`src/rtl/spi_link_pkg.sv`:
```
package spi_link_pkg;
    localparam int WORD_W   = 8;
    localparam int POS_CLR  = 7;
    localparam int POS_OVLO = 6;
    localparam int POS_RSVD = 5;
    localparam int POS_TOFF = 3;
    localparam int POS_DEC  = 2;
    localparam int POS_ILIM = 0;
    localparam int CODE_W   = 2;

    typedef enum logic [1:0] {
        ST_IDLE = 2'd0,
        ST_FLAG = 2'd1,
        ST_XFER = 2'd2
    } link_state_t;
endpackage

```
`src/rtl/spi_in_sync.sv`:
```
module spi_in_sync #(
    parameter int               LANES   = 3,
    parameter logic [LANES-1:0] RST_VAL = '0
) (
    input  logic             clk,
    input  logic             rst_n,
    input  logic [LANES-1:0] din,
    output logic [LANES-1:0] lvl
);
    for (genvar g = 0; g < LANES; g++) begin : g_lane
        logic meta_q, safe_q;
        always_ff @(posedge clk or negedge rst_n) begin
            if (!rst_n) begin
                meta_q <= RST_VAL[g];
                safe_q <= RST_VAL[g];
            end else begin
                meta_q <= din[g];
                safe_q <= meta_q;
            end
        end
        assign lvl[g] = safe_q;
    end
endmodule

```
`src/rtl/spi_edge_det.sv`:
```
module spi_edge_det #(
    parameter int               LANES   = 2,
    parameter logic [LANES-1:0] RST_VAL = '0
) (
    input  logic             clk,
    input  logic             rst_n,
    input  logic [LANES-1:0] lvl,
    output logic [LANES-1:0] rise,
    output logic [LANES-1:0] fall
);
    for (genvar g = 0; g < LANES; g++) begin : g_edge
        logic prev_q;
        always_ff @(posedge clk or negedge rst_n) begin
            if (!rst_n) prev_q <= RST_VAL[g];
            else        prev_q <= lvl[g];
        end
        assign rise[g] = lvl[g] & ~prev_q;
        assign fall[g] = ~lvl[g] & prev_q;
    end
endmodule

```
`src/rtl/spi_link_fsm.sv`:
```
module spi_link_fsm
    import spi_link_pkg::*;
(
    input  logic clk,
    input  logic rst_n,
    input  logic cs_fall,
    input  logic cs_rise,
    input  logic sck_rise,
    input  logic sck_fall,
    input  logic word_ok,
    output logic start_o,
    output logic load_o,
    output logic shift_o,
    output logic sample_o,
    output logic commit_o,
    output logic oe_o,
    output logic flag_sel_o
);
    link_state_t st_q, st_d;

    always_ff @(posedge clk or negedge rst_n) begin
        if (!rst_n) st_q <= ST_IDLE;
        else        st_q <= st_d;
    end

    always_comb begin
        st_d = st_q;
        unique case (st_q)
            ST_IDLE: if (cs_fall) st_d = ST_FLAG;
            ST_FLAG: begin
                if (cs_rise)       st_d = ST_IDLE;
                else if (sck_rise) st_d = ST_XFER;
            end
            ST_XFER: if (cs_rise) st_d = ST_IDLE;
            default: st_d = ST_IDLE;
        endcase
    end

    always_comb begin
        start_o    = 1'b0;
        load_o     = 1'b0;
        shift_o    = 1'b0;
        sample_o   = 1'b0;
        commit_o   = 1'b0;
        oe_o       = 1'b0;
        flag_sel_o = 1'b0;
        unique case (st_q)
            ST_IDLE: start_o = cs_fall;
            ST_FLAG: begin
                oe_o       = 1'b1;
                flag_sel_o = 1'b1;
                load_o     = sck_rise & ~cs_rise;
            end
            ST_XFER: begin
                oe_o     = 1'b1;
                shift_o  = sck_rise;
                sample_o = sck_fall;
                commit_o = cs_rise & word_ok;
            end
            default: ;
        endcase
    end
endmodule

```
`src/rtl/spi_shift_pair.sv`:
```
module spi_shift_pair #(
    parameter int W = 8
) (
    input  logic         clk,
    input  logic         rst_n,
    input  logic         start_i,
    input  logic         load_i,
    input  logic         shift_i,
    input  logic         sample_i,
    input  logic         oe_i,
    input  logic         flag_sel_i,
    input  logic         sdi_i,
    input  logic [W-1:0] diag_i,
    output logic [W-1:0] rx_o,
    output logic         word_ok_o,
    output logic         sdo_o
);
    localparam int CNT_W = (W > 1) ? $clog2(W) : 1;
    localparam logic [CNT_W-1:0] CNT_LAST = CNT_W'(W - 1);

    logic [W-1:0]     rx_q, tx_q;
    logic [CNT_W-1:0] cnt_q;
    logic             full_q;

    always_ff @(posedge clk or negedge rst_n) begin
        if (!rst_n) begin
            rx_q   <= '0;
            cnt_q  <= '0;
            full_q <= 1'b0;
        end else if (start_i) begin
            cnt_q  <= '0;
            full_q <= 1'b0;
        end else if (sample_i) begin
            rx_q <= {sdi_i, rx_q[W-1:1]};
            if (cnt_q == CNT_LAST) begin
                cnt_q  <= '0;
                full_q <= 1'b1;
            end else begin
                cnt_q <= cnt_q + 1'b1;
            end
        end
    end

    always_ff @(posedge clk or negedge rst_n) begin
        if (!rst_n)       tx_q <= '0;
        else if (load_i)  tx_q <= diag_i;
        else if (shift_i) tx_q <= {rx_q[W-1], tx_q[W-1:1]};
    end

    assign rx_o      = rx_q;
    assign word_ok_o = full_q && (cnt_q == '0);
    assign sdo_o     = flag_sel_i ? diag_i[0] : (oe_i & tx_q[0]);
endmodule

```
`src/rtl/spi_ctl_regs.sv`:
```
module spi_ctl_regs
    import spi_link_pkg::*;
(
    input  logic              clk,
    input  logic              rst_n,
    input  logic              commit_i,
    input  logic [WORD_W-1:0] word_i,
    output logic              clr_o,
    output logic              ovlo_o,
    output logic [CODE_W-1:0] toff_o,
    output logic              fast_o,
    output logic [CODE_W-1:0] ilim_o
);
    logic unused_rsvd;
    assign unused_rsvd = word_i[POS_RSVD];

    always_ff @(posedge clk or negedge rst_n) begin
        if (!rst_n) begin
            clr_o  <= 1'b0;
            ovlo_o <= 1'b0;
            toff_o <= '0;
            fast_o <= 1'b0;
            ilim_o <= '0;
        end else begin
            clr_o <= commit_i & word_i[POS_CLR];
            if (commit_i) begin
                ovlo_o <= word_i[POS_OVLO];
                toff_o <= word_i[POS_TOFF +: CODE_W];
                fast_o <= word_i[POS_DEC];
                ilim_o <= word_i[POS_ILIM +: CODE_W];
            end
        end
    end
endmodule

```
`src/rtl/motor_ctl_spi_slave.sv`:
```
module motor_ctl_spi_slave
    import spi_link_pkg::*;
(
    input  logic              clk,
    input  logic              rst_n,
    input  logic              spi_sck,
    input  logic              spi_cs_n,
    input  logic              spi_mosi,
    input  logic [WORD_W-1:0] diag_word,
    output logic              spi_miso,
    output logic              spi_miso_oe,
    output logic              status_clr,
    output logic              ovlo_en,
    output logic [CODE_W-1:0] toff_code,
    output logic              fast_decay,
    output logic [CODE_W-1:0] ilim_code
);
    logic [2:0]        pin_lvl;
    logic [1:0]        e_rise, e_fall;
    logic              cs_lvl, cs_rise, cs_fall, sck_rise, sck_fall, sdi_lvl;
    logic              start, load, shift, sample, commit, oe, flag_sel, word_ok;
    logic [WORD_W-1:0] rx_word;

    spi_in_sync #(.LANES(3), .RST_VAL(3'b100)) u_sync (
        .clk(clk), .rst_n(rst_n),
        .din({spi_cs_n, spi_sck, spi_mosi}),
        .lvl(pin_lvl)
    );

    assign cs_lvl  = pin_lvl[2];
    assign sdi_lvl = pin_lvl[0];

    spi_edge_det #(.LANES(2), .RST_VAL(2'b10)) u_edge (
        .clk(clk), .rst_n(rst_n),
        .lvl(pin_lvl[2:1]),
        .rise(e_rise), .fall(e_fall)
    );

    assign cs_rise  = e_rise[1];
    assign cs_fall  = e_fall[1];
    assign sck_rise = e_rise[0];
    assign sck_fall = e_fall[0];

    spi_link_fsm u_fsm (
        .clk(clk), .rst_n(rst_n),
        .cs_fall(cs_fall), .cs_rise(cs_rise),
        .sck_rise(sck_rise), .sck_fall(sck_fall),
        .word_ok(word_ok),
        .start_o(start), .load_o(load), .shift_o(shift),
        .sample_o(sample), .commit_o(commit),
        .oe_o(oe), .flag_sel_o(flag_sel)
    );

    spi_shift_pair #(.W(WORD_W)) u_shift (
        .clk(clk), .rst_n(rst_n),
        .start_i(start), .load_i(load), .shift_i(shift), .sample_i(sample),
        .oe_i(oe), .flag_sel_i(flag_sel),
        .sdi_i(sdi_lvl), .diag_i(diag_word),
        .rx_o(rx_word), .word_ok_o(word_ok), .sdo_o(spi_miso)
    );

    spi_ctl_regs u_regs (
        .clk(clk), .rst_n(rst_n),
        .commit_i(commit), .word_i(rx_word),
        .clr_o(status_clr), .ovlo_o(ovlo_en), .toff_o(toff_code),
        .fast_o(fast_decay), .ilim_o(ilim_code)
    );

    assign spi_miso_oe = oe;
endmodule

```
`config.mk`:
```
export PLATFORM = sky130hd
export DESIGN_NAME = motor_ctl_spi_slave
export DESIGN_NICKNAME = d
export VERILOG_FILES = /design/src/rtl/spi_link_pkg.sv /design/src/rtl/spi_in_sync.sv /design/src/rtl/spi_edge_det.sv /design/src/rtl/spi_link_fsm.sv /design/src/rtl/spi_shift_pair.sv /design/src/rtl/spi_ctl_regs.sv /design/src/rtl/motor_ctl_spi_slave.sv
export SDC_FILE = /design/constraint.sdc
export NUM_CORES = 1
export LEC_CHECK = 0
export BUFFER_PORTS_ARGS = -buffer_cell sky130_fd_sc_hd__buf_2
export CAP_MARGIN = 15
export CORE_ASPECT_RATIO = 1.25
export CORE_MARGIN = 2
export CORE_UTILIZATION = 50
export CTS_BUF_LIST = sky130_fd_sc_hd__clkbuf_8
export DETAILED_ROUTE_END_ITERATION = 10
export GPL_ROUTABILITY_DRIVEN = 1
export GPL_TIMING_DRIVEN = 0
export PLACE_DENSITY = 0.74
export SETUP_SLACK_MARGIN = 0.15
export SYNTH_ARGS = -nofsm -noshare
export SYNTH_HDL_FRONTEND = slang
export SYNTH_SLANG_ARGS = --single-unit
```
`constraint.sdc`:
```
create_clock -name clk -period 1.7 [get_ports clk]
set_clock_uncertainty 0.1 [all_clocks]
set_input_delay 0.34 -clock clk [delete_from_list [all_inputs] [get_ports clk]]
set_output_delay 0.34 -clock clk [all_outputs]
set_load 0.005 [all_outputs]
```
==> impl_metrics.py <==
metrics = {
    "worst_setup_path": {
        "cp_cell_sequence": "inv_2 > ha_4 > buf_6 > nand3b_1 > buf_4 > nor2_4 > mux2_4",
        "crit_start": "u_fsm.st_q[0]",
        "critical-path-slowest-cell": "dfrtp_1",
        "worstRegToRegCells": 7,
        "rrSetupSlack_ns": -0.13,
        "r2r-start": "u_fsm.st_q[0]",
        "worstSetupPathType": "flip-flop to flip-flop",
        "crit_arrival_ns": 1.92,
        "end_kind": "flip-flop",
        "critical_path.startpoint_type": "flip-flop",
        "required_ns": 1.79,
        "cpPeakStageDelay_ns": 0.39,
        "critPathMaxFanout": 4,
    },
    "run": {
        "max_cap_violations": 0,
    },
    "yosys": {
        "synth_fa_ha_area_share_pct": 4.79,
        "yosysWarningCount": 0,
        "synth_seq_cells": 37,
        "syn_area_mm2": 0.00157,
        "yosys.area_share.simple_pct": 9.42,
        "ys_seq_area_share_pct": 59.3,
        "syn_nets": 136,
        "ys_types": 33,
        "yosysTopAreaCell": "dfrtp_1",
        "synth_xor_area_share_pct": 0,
        "synth_compound_area_share_pct": 12.5,
        "netlist_instances": 117,
        "synth.avg_cell_area_um2": 13.4,
        "synth_top_family_by_area": "compound AO/OA/AOI/OAI gates",
        "yosys.area.top_type_share_pct": 54.3,
        "synthTopCellsByArea": "dfrtp_1 54%, mux2_2 10%, dfstp_2 5.0%",
        "synthMuxAreaShare_pct": 11.3,
    },
    "pwr": {
        "power_density_mw_per_mm2": 1530,
        "p_leak_nw": 1.05,
        "ir_worst_vdd_mv": 1.43,
    },
    "die": {
        "rows": 22,
        "die_w_um": 54.1,
        "ios": 22,
        "initial_core_util_pct": 52.7,
        "dieArea_mm2": 0.00360,
        "die_height_um": 66.6,
        "core_area_mm2": 0.00297,
    },
    "clock_tree": {
        "path_clk_slew_ns": 0.08,
        "worstSkewPairLatency_ns": 0.30,
        "clock_sinks": 37,
        "clockBufferDepth": 2,
        "clockRootBuffer": "clkbuf_8",
        "cts_tree": "built",
        "htreeDepth": 2,
        "cts_inserted_buffers": 5,
        "hold_buffers": 0,
    },
    "timing": {
        "setup_slack_ns": -0.133,
        "tightest_slew_ns": 0.795,
        "layout_min_cycle_time_ns": 1.83,
        "setup_viol": 18,
        "final-hold-violation-count": 0,
        "slew_viol_final": 0,
        "max_slew_margin_pct": 47.0,
        "max_freq_mhz": 546,
        "rsz0062_at_grt": "yes",
        "finalCritPeriodShare_pct": 108,
    },
    "placed_design": {
        "place_congestion": 0.767,
        "dp_hpwl_um": 1950,
        "port_buffers": 21,
        "dp_cells": 174,
    },
    "route": {
        "routed_wl_um": 3680,
        "drt_iter0_markers": 12,
        "drc_errors": 0,
        "drtAntennaViolNets": 0,
        "wl_per_cell_um": 18.6,
        "via_count": 1112,
        "firstDrtPassIters": 4,
        "vias_per_cell": 5.62,
    },
    "outcome": {
        "failed_checks": "negative setup slack",
        "outcome": "finished with violations",
    },
    "cells_and_area": {
        "syn_to_final_growth_pct": 42.4,
        "instances_no_fill": 198,
        "finish.utilization_pct": 75.1,
        "drive_gt1_share_pct": 63.6,
        "num_antenna_cells": 0,
        "finalNetCount": 180,
        "fill_cells": 186,
    },
    "global_route": {
        "grt_pass1_vias": 1146,
        "grt_overflow": 0,
        "grt_max_degree": 38,
        "antenna_found_initial": 0,
        "grt_first_pass_wirelength_um": 5440,
        "track_usage_pct": 22.1,
    },
    "min_path": {
        "hold_class": "primary input to asynchronous set/reset pin",
    },
}
path summary, 6_finish.rpt:
path,end
setup reg to reg,u_shift.rx_o[0]
max in group asynchronous,u_regs.toff_o[0]
setup / recovery,u_shift.rx_o[0]
min in group clk,u_sync.g_lane[2].meta_q
hold reg to reg,u_sync.g_lane[1].safe_q
hold / removal,u_shift.tx_q[1]
logic make-up (layout without fill, tap and decap cells):
logic type / count (synthesis) / in the layout
flops: 37 / 37
mux: 16 / 16
simple gates: 21 / 22
compound gates: 27 / 27
buf+inv: 10 / 54
fa+ha+maj: 6 / 6
cells in the mapped netlist, drive strengths merged:
library cell / number
dfstp: 3
nor4: 1
inv: 7
o31ai: 1
a21oi: 2
mux2i: 2
dfrtp: 34
o22ai: 8
clkbuf: 1
nor2b: 2
ha: 6
o21a: 1
mux2: 14
nor3: 3
and3b: 1
nand2: 5
and2: 1
nor2: 5
a22oi: 1
a21boi: 1
nand3b: 1
buf: 2
nand2b: 2
o21ai: 3
o32ai: 1
a211oi: 1
a2bb2oi: 8
per-layer routing:
| metal | share of wire [%] | vias up | global-route usage, % |
|---|---|---|---|
| li1 | - | 506 | - |
| met1 | 40 | 568 | 25.0 |
| met2 | 52 | 28 | 35.4 |
| met3 | 3.6 | 10 | 8.30 |
| met4 | 4.0 | 0 | 11.6 |
| met5 | 0 | - | 0 |
sequential cells by signal, indices dropped and copies added, names as in the netlist, 2 cells and up:
name / count
u_edge.g_edge.prev_q: 2
u_fsm.st_q: 2
u_regs.ilim_o: 2
u_regs.toff_o: 2
u_shift.cnt_q: 3
u_shift.rx_o: 8
u_shift.tx_q: 8
u_sync.g_lane.meta_q: 3
u_sync.g_lane.safe_q: 3
report_power, final:
part	switching [mW]	internal [mW]	leakage (nW)
Combinational	0.709	0.839	0.541
Sequential	0.173	1.09	0.461
Clock	0.328	0.283	0.0439
what timing repair did:
item	in CTS	in global routing
resized for setup	24	26
endpoints found under the hold margin	0	0
pin swaps	13	16
gates cloned	1	0
buffers inserted	11	4
endpoints found under the setup margin	30	31
layout make-up:
cell class / instances / area [µm²] / share of cell area (%)
tap: 36 / 45.0 / 2.02
clock inverter: 3 / 17.5 / 0.785
multi-input combinational: 71 / 857 / 38.4
clock buffer: 5 / 68.8 / 3.08
timing repair buffer: 36 / 255 / 11.4
inverter: 7 / 31.3 / 1.40
buffer: 3 / 27.5 / 1.23
sequential: 37 / 930 / 41.6
critical path, delay by kind of cell (launching register included):
| family | cells | cell delay (ns) |
|---|---|---|
| adder cells (fa/ha/maj) | 1 | 0.17 |
| buffers and inverters | 3 | 0.43 |
| flip-flops | 1 | 0.39 |
| multiplexers | 1 | 0.33 |
| AND/OR/NAND/NOR | 2 | 0.29 |
placed cells by master (no fill, tap or decap), drive strengths merged, types with 2 or more instances in the layout:
cell     netlist  final
dfrtp         34     34
inv            7      7
dfstp          3      3
o21ai          3      3
mux2i          2      2
mux2          14     14
nor2           5      6
nor3           3      3
o22ai          8      8
nand2          5      5
ha             6      6
clkbuf         1      6
nor2b          2      2
a2bb2oi        8      8
buf            2     38
a21oi          2      2
nand2b         2      2
clkinv         0      2
per-stage QoR:
stage	setup TNS (ns)	setup slack [ns]	cell area, µm²	hold WS [ns]	power [mW]
after global placement	-2.63	-0.153	1790	0.233	2.03
after detailed placement	-4.65	-0.234	1790	0.235	2.10
after global routing	-2.21	-0.176	2230	0.0179	3.60
final	-1.10	-0.133	2230	0.0198	3.42
after floorplan	-0.516	-0.0566	1640	-0.0556	1.87
after CTS	-0.463	-0.0660	2090	0.0291	3.04
Power figures use the tool's default switching activity.
